File: src/rtl/trip_pkg.sv
package trip_pkg;

    localparam int unsigned REG_DW = 32;

    // Word slot within one sensor's four-register group.
    typedef enum logic [1:0] {
        SLOT_HOT    = 2'd0,
        SLOT_CRIT   = 2'd1,
        SLOT_SD_THR = 2'd2,
        SLOT_SD_EN  = 2'd3
    } slot_e;

    // Word slot within the global group that follows the sensors.
    typedef enum logic [1:0] {
        GLB_HYST   = 2'd0,
        GLB_STATUS = 2'd1,
        GLB_ENABLE = 2'd2,
        GLB_LIVE   = 2'd3
    } glb_e;

endpackage

File: src/rtl/trip_regs.sv
module trip_regs
    import trip_pkg::*;
#(
    parameter int unsigned N_SENSORS = 3,
    parameter int unsigned TEMP_W    = 20,
    parameter int unsigned ADDR_W    = 4,
    parameter int unsigned EV_W      = 9
) (
    input  logic                                clk,
    input  logic                                rst_n,
    input  logic                                we,
    input  logic [ADDR_W-1:0]                   addr,
    input  logic [REG_DW-1:0]                   wdata,
    output logic [N_SENSORS-1:0][TEMP_W-1:0]    hot_thr,
    output logic [N_SENSORS-1:0][TEMP_W-1:0]    crit_thr,
    output logic [N_SENSORS-1:0][TEMP_W-1:0]    sd_thr,
    output logic [N_SENSORS-1:0]                sd_en,
    output logic [TEMP_W-2:0]                   hyst,
    output logic [EV_W-1:0]                     irq_en,
    output logic [EV_W-1:0]                     clr_mask
);

    localparam logic [TEMP_W-1:0] THR_RST  = {1'b0, {(TEMP_W-1){1'b1}}};
    localparam logic [TEMP_W-2:0] HYST_RST = (TEMP_W-1)'(1000);
    localparam int unsigned       IDX_W    = ADDR_W - 2;

    typedef struct packed {
        logic [N_SENSORS-1:0][TEMP_W-1:0] hot;
        logic [N_SENSORS-1:0][TEMP_W-1:0] crit;
        logic [N_SENSORS-1:0][TEMP_W-1:0] sd;
        logic [N_SENSORS-1:0]             sd_en;
        logic [TEMP_W-2:0]                hyst;
        logic [EV_W-1:0]                  en;
    } cfg_t;

    cfg_t             cfg_d, cfg_q;
    logic [IDX_W-1:0] grp;
    logic [1:0]       slot;
    logic             unused_wdata;

    assign grp          = addr[ADDR_W-1:2];
    assign slot         = addr[1:0];
    assign unused_wdata = ^wdata[REG_DW-1:TEMP_W];

    always_comb begin
        cfg_d    = cfg_q;
        clr_mask = '0;
        if (we) begin
            for (int s = 0; s < int'(N_SENSORS); s++) begin
                if (int'(grp) == s) begin
                    case (slot)
                        SLOT_HOT:    cfg_d.hot[s]   = wdata[TEMP_W-1:0];
                        SLOT_CRIT:   cfg_d.crit[s]  = wdata[TEMP_W-1:0];
                        SLOT_SD_THR: cfg_d.sd[s]    = wdata[TEMP_W-1:0];
                        SLOT_SD_EN:  cfg_d.sd_en[s] = wdata[0];
                        default: ;
                    endcase
                end
            end
            if (int'(grp) == int'(N_SENSORS)) begin
                case (slot)
                    GLB_HYST:   cfg_d.hyst = wdata[TEMP_W-2:0];
                    GLB_STATUS: clr_mask   = wdata[EV_W-1:0];
                    GLB_ENABLE: cfg_d.en   = wdata[EV_W-1:0];
                    default: ;
                endcase
            end
        end
    end

    always_ff @(posedge clk or negedge rst_n) begin
        if (!rst_n) begin
            cfg_q.hot   <= {N_SENSORS{THR_RST}};
            cfg_q.crit  <= {N_SENSORS{THR_RST}};
            cfg_q.sd    <= {N_SENSORS{THR_RST}};
            cfg_q.sd_en <= '0;
            cfg_q.hyst  <= HYST_RST;
            cfg_q.en    <= '0;
        end else begin
            cfg_q <= cfg_d;
        end
    end

    assign hot_thr  = cfg_q.hot;
    assign crit_thr = cfg_q.crit;
    assign sd_thr   = cfg_q.sd;
    assign sd_en    = cfg_q.sd_en;
    assign hyst     = cfg_q.hyst;
    assign irq_en   = cfg_q.en;

endmodule

File: src/rtl/trip_sensor_track.sv
module trip_sensor_track #(
    parameter int unsigned TEMP_W = 20
) (
    input  logic              clk,
    input  logic              rst_n,
    input  logic              upd,
    input  logic [TEMP_W-1:0] temp,
    input  logic [TEMP_W-1:0] hot_thr,
    input  logic [TEMP_W-1:0] crit_thr,
    input  logic [TEMP_W-1:0] sd_thr,
    input  logic              sd_en,
    input  logic [TEMP_W-2:0] hyst,
    output logic              hot_o,
    output logic              crit_o,
    output logic              hot_rise,
    output logic              crit_rise,
    output logic              sd_hit
);

    // One extra bit so that level minus hysteresis cannot wrap.
    localparam int unsigned CW = TEMP_W + 1;

    typedef struct packed {
        logic hot;
        logic crit;
    } trip_t;

    trip_t                st_d, st_q;
    logic signed [CW-1:0] t_x, hot_x, crit_x, sd_x, hys_x;
    logic signed [CW-1:0] hot_lo, crit_lo, sd_lvl;

    assign t_x     = $signed({temp[TEMP_W-1], temp});
    assign hot_x   = $signed({hot_thr[TEMP_W-1], hot_thr});
    assign crit_x  = $signed({crit_thr[TEMP_W-1], crit_thr});
    assign sd_x    = $signed({sd_thr[TEMP_W-1], sd_thr});
    assign hys_x   = $signed({2'b00, hyst});
    assign hot_lo  = hot_x - hys_x;
    assign crit_lo = crit_x - hys_x;
    assign sd_lvl  = sd_en ? sd_x : crit_x;

    always_comb begin
        st_d      = st_q;
        hot_rise  = 1'b0;
        crit_rise = 1'b0;
        sd_hit    = 1'b0;
        if (upd) begin
            if (!st_q.hot && (t_x >= hot_x)) begin
                st_d.hot = 1'b1;
                hot_rise = 1'b1;
            end else if (st_q.hot && (t_x < hot_lo)) begin
                st_d.hot = 1'b0;
            end
            if (!st_q.crit && (t_x >= crit_x)) begin
                st_d.crit = 1'b1;
                crit_rise = 1'b1;
            end else if (st_q.crit && (t_x < crit_lo)) begin
                st_d.crit = 1'b0;
            end
            sd_hit = (t_x >= sd_lvl);
        end
    end

    always_ff @(posedge clk or negedge rst_n) begin
        if (!rst_n) begin
            st_q <= '0;
        end else begin
            st_q <= st_d;
        end
    end

    assign hot_o  = st_q.hot;
    assign crit_o = st_q.crit;

endmodule

File: src/rtl/trip_status.sv
module trip_status #(
    parameter int unsigned EV_W = 9
) (
    input  logic            clk,
    input  logic            rst_n,
    input  logic [EV_W-1:0] events,
    input  logic [EV_W-1:0] clr_mask,
    input  logic [EV_W-1:0] irq_en,
    input  logic            any_sd,
    output logic [EV_W-1:0] status,
    output logic            shutdown,
    output logic            irq
);

    typedef struct packed {
        logic [EV_W-1:0] stat;
        logic            shut;
    } stat_t;

    stat_t st_d, st_q;

    always_comb begin
        st_d      = st_q;
        // A new event outranks a clear of the same bit.
        st_d.stat = (st_q.stat & ~clr_mask) | events;
        st_d.shut = st_q.shut | any_sd;
    end

    always_ff @(posedge clk or negedge rst_n) begin
        if (!rst_n) begin
            st_q <= '0;
        end else begin
            st_q <= st_d;
        end
    end

    assign status   = st_q.stat;
    assign shutdown = st_q.shut;
    assign irq      = |(st_q.stat & irq_en);

endmodule

File: src/rtl/trip_monitor.sv
module trip_monitor
    import trip_pkg::*;
#(
    parameter int unsigned N_SENSORS = 3,
    parameter int unsigned TEMP_W    = 20,
    parameter int unsigned ID_W      = (N_SENSORS > 1) ? $clog2(N_SENSORS) : 1,
    parameter int unsigned ADDR_W    = $clog2(4 * N_SENSORS + 4)
) (
    input  logic                 clk,
    input  logic                 rst_n,
    input  logic                 meas_valid,
    input  logic [ID_W-1:0]      meas_id,
    input  logic [TEMP_W-1:0]    meas_temp,
    input  logic                 cfg_we,
    input  logic [ADDR_W-1:0]    cfg_addr,
    input  logic [31:0]          cfg_wdata,
    output logic [31:0]          cfg_rdata,
    output logic [N_SENSORS-1:0] throttle_req,
    output logic                 shutdown_o,
    output logic                 irq_o
);

    localparam int unsigned EV_W  = 3 * N_SENSORS;
    localparam int unsigned IDX_W = ADDR_W - 2;
    localparam int unsigned SEXT  = REG_DW - TEMP_W;

    logic [N_SENSORS-1:0][TEMP_W-1:0] hot_thr, crit_thr, sd_thr;
    logic [N_SENSORS-1:0]             sd_en;
    logic [TEMP_W-2:0]                hyst;
    logic [EV_W-1:0]                  irq_en, clr_mask, status;
    logic [N_SENSORS-1:0]             upd, hot_st, crit_st;
    logic [N_SENSORS-1:0]             ev_hot, ev_crit, ev_sd;
    logic [IDX_W-1:0]                 grp;
    logic [1:0]                       slot;

    trip_regs #(
        .N_SENSORS (N_SENSORS),
        .TEMP_W    (TEMP_W),
        .ADDR_W    (ADDR_W),
        .EV_W      (EV_W)
    ) u_regs (
        .clk      (clk),
        .rst_n    (rst_n),
        .we       (cfg_we),
        .addr     (cfg_addr),
        .wdata    (cfg_wdata),
        .hot_thr  (hot_thr),
        .crit_thr (crit_thr),
        .sd_thr   (sd_thr),
        .sd_en    (sd_en),
        .hyst     (hyst),
        .irq_en   (irq_en),
        .clr_mask (clr_mask)
    );

    for (genvar g = 0; g < int'(N_SENSORS); g++) begin : g_sensor
        assign upd[g] = meas_valid && (int'(meas_id) == g);

        trip_sensor_track #(
            .TEMP_W (TEMP_W)
        ) u_track (
            .clk       (clk),
            .rst_n     (rst_n),
            .upd       (upd[g]),
            .temp      (meas_temp),
            .hot_thr   (hot_thr[g]),
            .crit_thr  (crit_thr[g]),
            .sd_thr    (sd_thr[g]),
            .sd_en     (sd_en[g]),
            .hyst      (hyst),
            .hot_o     (hot_st[g]),
            .crit_o    (crit_st[g]),
            .hot_rise  (ev_hot[g]),
            .crit_rise (ev_crit[g]),
            .sd_hit    (ev_sd[g])
        );
    end

    trip_status #(
        .EV_W (EV_W)
    ) u_status (
        .clk      (clk),
        .rst_n    (rst_n),
        .events   ({ev_sd, ev_crit, ev_hot}),
        .clr_mask (clr_mask),
        .irq_en   (irq_en),
        .any_sd   (|ev_sd),
        .status   (status),
        .shutdown (shutdown_o),
        .irq      (irq_o)
    );

    assign throttle_req = hot_st;
    assign grp          = cfg_addr[ADDR_W-1:2];
    assign slot         = cfg_addr[1:0];

    // Combinational read mux over the same map the register block decodes.
    always_comb begin
        cfg_rdata = '0;
        for (int s = 0; s < int'(N_SENSORS); s++) begin
            if (int'(grp) == s) begin
                case (slot)
                    SLOT_HOT:    cfg_rdata = {{SEXT{hot_thr[s][TEMP_W-1]}}, hot_thr[s]};
                    SLOT_CRIT:   cfg_rdata = {{SEXT{crit_thr[s][TEMP_W-1]}}, crit_thr[s]};
                    SLOT_SD_THR: cfg_rdata = {{SEXT{sd_thr[s][TEMP_W-1]}}, sd_thr[s]};
                    SLOT_SD_EN:  cfg_rdata = REG_DW'(sd_en[s]);
                    default: ;
                endcase
            end
        end
        if (int'(grp) == int'(N_SENSORS)) begin
            case (slot)
                GLB_HYST:   cfg_rdata = REG_DW'(hyst);
                GLB_STATUS: cfg_rdata = REG_DW'(status);
                GLB_ENABLE: cfg_rdata = REG_DW'(irq_en);
                GLB_LIVE:   cfg_rdata = REG_DW'({shutdown_o, crit_st, hot_st});
                default: ;
            endcase
        end
    end

endmodule

File: config.mk
export PLATFORM = sky130hd
export DESIGN_NAME = trip_monitor
export DESIGN_NICKNAME = d
export VERILOG_FILES = /design/src/rtl/trip_pkg.sv /design/src/rtl/trip_regs.sv /design/src/rtl/trip_sensor_track.sv /design/src/rtl/trip_status.sv /design/src/rtl/trip_monitor.sv
export SDC_FILE = /design/constraint.sdc
export NUM_CORES = 1
export LEC_CHECK = 0
export BUFFER_PORTS_ARGS = -buffer_cell sky130_fd_sc_hd__buf_2
export CAP_MARGIN = 20
export CORE_MARGIN = 3
export CORE_UTILIZATION = 25
export DETAILED_ROUTE_END_ITERATION = 10
export GPL_ROUTABILITY_DRIVEN = 0
export MAX_ROUTING_LAYER = met4
export PLACE_DENSITY = 0.42
export SYNTH_ARGS = -nofsm -noshare
export SYNTH_HDL_FRONTEND = slang
export SYNTH_SLANG_ARGS = --single-unit
File: constraint.sdc
create_clock -name clk -period 6.1 [get_ports clk]
set_clock_uncertainty 0.2 [all_clocks]
set_input_delay 0.915 -clock clk [delete_from_list [all_inputs] [get_ports clk]]
set_output_delay 0.915 -clock clk [all_outputs]
set_load 0.02 [all_outputs]
[After elaboration in Yosys (flattened, before gate mapping)]
Cells that the tools add are included.
Storage, ports and cells
  output and inout port bits: 37
  memories kept: 0
  word-level logic and storage cells: 149
  ROM bits: 0
  RAM bits: 0
  bits of input ports: 62
  latch bits: 0
  flip-flop bits (word level): 227
Operators by class
  shifts and indexed selects: 0
  divide/modulo/power cells: 0
  $add $sub $neg: 6
  multipliers: 0
  reduce and logical (&&, ||, !) cells: 52
  eq/ne operators: 8
  order comparisons: 15
  mux-type cells: 41
  bitwise logic cells: 5
Operators by type and width (count)
  32-bit case mux with 4 select lines: 4
  32-bit two-way mux: 4
  20-bit by 21-bit less-than comparator with 1-bit output: 6
  20-bit by 20-bit subtractor with 21-bit output: 6
  20-bit greater-or-equal comparator: 6
  20-bit by 21-bit greater-or-equal comparator with 1-bit output: 3
  21-bit two-way mux: 3
  3-bit AND reduction: 14
  1-bit two-way mux: 27
  9-bit two-way mux: 3
  9-bit AND: 2
  1-bit logical AND: 15
  2-bit equality test, second input constant: 6
  2-bit AND reduction: 6
  2-bit nonzero test: 6
  9-bit NOT: 1
  9-bit OR: 1
  9-bit OR reduction: 1
  1-bit zero test: 6
  2-bit zero test: 3
  2-bit by 1-bit equality test with 1-bit output, second input constant: 2
  3-bit OR reduction: 1
  1-bit OR: 1

[Logic depth before layout (Yosys ltp)]
  depth after elaboration: 7
  depth in mapped cells: 20

[Cells and area by module]
From an unflattened synthesis, not the netlist that was laid out.
Second synthesis, totals
  cells, all modules: 2598
  area total of the unflattened synthesis: 24536.0 sq um
Modules (own cells, without submodules)
  trip_regs: cells each 493, seq. area each 5501.5 sq um, times used 1, area each 8256.7 sq um
  trip_sensor_track at g_sensor[1].u_track: cells each 602, seq. area each 50.0 sq um, times used 1, area each 4574.4 sq um
  trip_sensor_track at g_sensor[0].u_track: cells each 601, seq. area each 50.0 sq um, times used 1, area each 4570.6 sq um
  trip_sensor_track at g_sensor[2].u_track: cells each 605, seq. area each 50.0 sq um, times used 1, area each 4533.1 sq um
  trip_monitor: cells each 263, seq. area each 0.0 sq um, times used 1, area each 2197.1 sq um
  trip_status: cells each 34, seq. area each 250.2 sq um, times used 1, area each 404.1 sq um

[Worst setup path before layout]
No wires, ideal clock.
  kind: flip-flop to flip-flop
  start: register u_regs.cfg_q (netlist bit u_regs.crit_thr[20])
  end: register g_sensor[1].u_track.st_q (netlist bit g_sensor[1].u_track.crit_o)
  slack: 1822 ps
  required time: 5822 ps
  data arrival time: 4000 ps
  period minus slack after synthesis: 4278 ps
  setup time: 78 ps
  stages on the path, launching flop included: 19
  path buffers: 0
  cells stage by stage: dfstp_2 inv_1 ha_1 fa_1 nand2b_1 a211oi_1 o22ai_1 o21ai_1 o31ai_1 o311ai_1 a21oi_1 xor2_1 ha_1 nand4_1 or3_1 a2111oi_0 a211oi_1 a21oi_1 o2bb2ai_1
Between the ends
  cells in the longest elaborated chain, start to end: 5
RTL lines
  from (decl): RTL line trip_regs.sv:36  | cfg_t cfg_d, cfg_q;
  from (signal assigned): RTL line trip_regs.sv:80  | cfg_q <= cfg_d;
  20-bit by 20-bit subtractor with 21-bit output: RTL line trip_sensor_track.sv:38  | assign crit_lo = crit_x - hys_x;
  20-bit by 21-bit less-than comparator with 1-bit output: RTL line trip_sensor_track.sv:56  | end else if (st_q.crit && (t_x < crit_lo)) begin
  1-bit logical AND: RTL line trip_sensor_track.sv:56
  2-bit nonzero test (no source line)
  2-bit AND reduction (no source line)
  to (signal assigned): RTL line trip_sensor_track.sv:67  | st_q <= st_d;
  to (decl): RTL line trip_sensor_track.sv:28  | trip_t st_d, st_q;
Parallel ways exist; a longest one is shown, timed or not.
A chain may end at the register's enable or synchronous reset.

[Final worst setup path]
  start: register, netlist name u_regs.hyst[1]
  end: register g_sensor[0].u_track.st_q (netlist bit g_sensor[0].u_track.crit_o)
Between the ends
  cells in the longest elaborated chain, start to end: 5
RTL lines (RTL line)
  20-bit by 20-bit subtractor with 21-bit output: trip_sensor_track.sv:38
  20-bit by 21-bit less-than comparator with 1-bit output: trip_sensor_track.sv:56
  1-bit logical AND: trip_sensor_track.sv:56
  2-bit nonzero test (no source line)
  2-bit AND reduction (no source line)
  to (signal assigned): trip_sensor_track.sv:67
  to (decl): trip_sensor_track.sv:28
Every way passes these cells.

==> key figures <==
Outcome
  – Status: complete, no violations

Clocking
  – Htree depth: 1
  – Postcts setup bufs: 0
  – CTS Hold Bufs: 0
  – Maximum clock path buffer count: 3
  – Clk root buf: clkbuf_16
  – Worst-path clk slew: 0.06 ns
  – CTS sink count: around 230
  – Resized cells post-CTS: 0
  – CTS tree: yes
  – TritonCTS Buffers: 30
  – Worst-Skew Late Latency: 0.58 ns

Die
  – Starting Density: 25.4%
  – Placeable Area: 0.0925 mm2
  – Cell Rows: 111
  – Die Y: 313 um
  – Die area: 0.0978 mm2
  – I/O pin count: 99
  – Chip width: approximately 310 um

Worst setup path
  – Crit Path Max Fanout: 6
  – CP required: 6.34 ns
  – Worst setup path class: reg -> reg
  – Worst Path Buf+Inv: 1
  – Worst path cell trace: inv_1 -> ha_1 -> nor2b_1 -> o31a_1 -> o31ai_1 -> a32oi_1 -> a211oi_2 -> o31ai_1 -> a21oi_1 -> xor2_1 -> ha_1 -> a21o_1 -> a211o_1 -> nor4_1 -> o21ai_0 -> and4b_1 -> o21ai_0
  – Delay-heaviest family, CP: compound AO/OA/AOI/OAI gates
  – CP max stage cell: dfrtp_1
  – Critical Path AT: around 5.5 ns
  – Max incr delay on CP: 0.66 ns
  – Worst setup EP type: flop
  – Critical Path Start Type: flop

Power and ir drop
  – Switching share of power: 45.1%
  – Max VDD drop: between 0.2 and 0.25 mV
  – Total power density per cell area: 409 mW/mm2
  – Pint: 5.93 mW
  – Leakage: roughly 12 nW
  – Combinational share of power: 59.1%
  – Sequential Power Share: roughly a quarter
  – P_sw: 4.86 mW
  – Clock network fraction of design power: 16.8%
  – Design Power: 10.8 mW

Drt
  – Vias per Instance: 5.15
  – Iteration-0 DRC Markers: 1045
  – Wire length per cell: approximately 23 um
  – Drt first pass iters: 6
  – Final ANT Viol Nets: 0
  – WL final: 88400 um
  – Via count: 20000
  – Residual DRC count: 0

Final layout
  – Layout overhead on the synthesized area: 12.3%
  – Layout cells sized above 1: 21.0%
  – Nets@finish: between 3000 and 4000

Logic synthesis
  – Synth top area share: 22.0%
  – Cells after synthesis: between 2000 and 3000
  – Synth cell count leaders: 414 x ha_1, 189 x o21ai_0, 182 x a21oi_1
  – Synth Area in Simple Gates: between 10% and 20%
  – Most common cell in the netlist: ha_1
  – Area contributors post-synth: ha_1 22%, dfstp_2 20%, mux2_2 7.2%
  – Post-synthesis compound-gate area fraction: 19.0%
  – FFs w/ async S/R, synth: 100%
  – Dominant cell type by area after synthesis: ha_1
  – Register bit total from synthesis: 227
  – Main synth FF type: dfstp_2
  – Yosys cell types: 85
  – Post-synth EDFFs: 0
  – Syn_nets: 3043
  – Post-synthesis sequential area ratio: between 20% and 30%
  – Main combinational cell family by area after synthesis: adder cells
  – Area of the mapped netlist: between 0.02 and 0.025 mm2
  – Synth warn: 0
  – Mean post-synth cell area: 9.18 um2
  – Xor-xnor portion of the synthesized cell area: 3.50%
  – Adder-cell share of the synthesized area: 22.5%
  – Mux contribution to synthesized area: 13.5%

Place
  – IO Port Bufs: 86
  – DPL Wire Length: 70700 um

Timing
  – Final TNS setup: 0 ns
  – Max-slew violations: 0
  – Final setup violation count: 0
  – Count of final hold-check violations: 0
  – Min Tclk post-route: between 5 and 6 ns
  – RSZ-0062 raised after global routing: false
  – Worst Tran Pin Value: about 1.1 ns
  – Final period util: 85.4%
  – Worst rel slew slack: 27.0%
  – Fmax: 0.192 GHz

Global routing
  – Largest net degree at the start of global routing: 137
  – Global-route wire length before repair: 131000 um
  – M1 GR Usage: about a quarter
  – GRT overflow: 0
  – Vias in the first global route: 20400
  – Initial antenna violation count: 3
  – Met3 Track Usage GR: about 1.7%
  – GRT busiest layer: met2
  – M2 GR Usage: 30.3%
  – Gr usage total: a little under a fifth

Job
  – Max-cap violations: 0

Worst hold path
  – HP Class: in -> async
metrics by stage:
stage	instances	instance area, um2	hold slack (ns)	utilization [%]	setup WS (ns)
floorplan	2561	23500	0.262	-	1.82
global placement	3819	25300	0.286	27.4	0.929
detailed placement	3822	25400	0.299	27.4	0.956
CTS	3878	26400	0.164	28.5	0.903
global route	3880	26400	0.208	28.5	0.583
finish	3883	26400	0.161	28.5	0.890
path summary, 6_finish.rpt:
check,cells past startpoint,slack [ns],to,startpoint
max,17,0.89,g_sensor[0].u_track.crit_o$_DFFE_PN0P_,u_regs.hyst[1]$_DFFE_PN0P_
min,1,0.16,u_status.status[5]$_DFF_PN0_,rst_n
max reg2reg,17,0.89,g_sensor[0].u_track.crit_o$_DFFE_PN0P_,u_regs.hyst[1]$_DFFE_PN0P_
min reg2reg,1,0.31,u_regs.hyst[17]$_DFFE_PN0P_,u_regs.hyst[17]$_DFFE_PN0P_
max in group asynchronous,2,4.32,g_sensor[1].u_track.hot_o$_DFFE_PN0P_,rst_n
min in group clk,1,0.31,u_regs.hyst[17]$_DFFE_PN0P_,u_regs.hyst[17]$_DFFE_PN0P_
power by group through the flow:
stage	clock network, mW	registers (mW)	logic [mW]
after global routing	1.93	2.67	7.14
final	1.82	2.60	6.37
after global placement	0	2.62	6.14
after detailed placement	0	2.63	6.33
after floorplan	0	2.36	4.71
after CTS	1.87	2.61	6.37
flip-flops by register name, summed over array words and instances, names as in the netlist:
register	cells
g_sensor.u_track.crit_o	3
u_regs.irq_en	9
u_regs.hot_thr	60
u_regs.hyst	19
u_status.status	9
u_regs.crit_thr	60
u_regs.sd_en	3
u_status.shutdown	1
g_sensor.u_track.hot_o	3
u_regs.sd_thr	60
final cells by class:
class | instances | area [um2]
diodes | 4 | 10.0
clock buffers | 43 | 911
clock inverters | 13 | 100
fillers | 9852 | 66100
inverters | 175 | 657
multi-input cells | 2055 | 16500
flip-flops and latches | 227 | 5900
well taps | 1243 | 1560
repair buffers | 123 | 744
worst reg2reg max path: cells and delay by family, from the launching register on:
family                   cells  cell delay, ns
AO/OA/AOI/OAI               10            2.53
XOR/XNOR                     1            0.10
flip-flops                   1            0.66
AND/OR/NAND/NOR              3            0.60
adder cells (fa/ha/maj)      2            0.59
buffers and inverters        1            0.40
logic make-up after synthesis:
| kind of cell | after synthesis |
|---|---|
| AOI/OAI and AO/OA | 705 |
| and+or+nand+nor | 554 |
| adders and majority gates | 420 |
| muxes | 282 |
| buffers and inverters | 279 |
| DFF | 227 |
| xor gates and xnor gates | 94 |
cell usage in the layout, fill, tap and decap left out, drive strengths merged, types with 111 or more instances in the layout:
cell type	count
mux2i	119
inv	175
mux2	150
buf	123
nand2	175
nor2	126
o21ai	218
a21oi	184
a21o	111
dfstp	177
ha	414
routing by layer:
layer / up-vias / part of all wire, %
met1: 10000 / 47
li1: 9507 / -
met2: 384 / 48
met4: 0 / 2.0
met5: - / 0
met3: 87 / 3.5
Note: power is estimated with default switching activity, not from simulation.
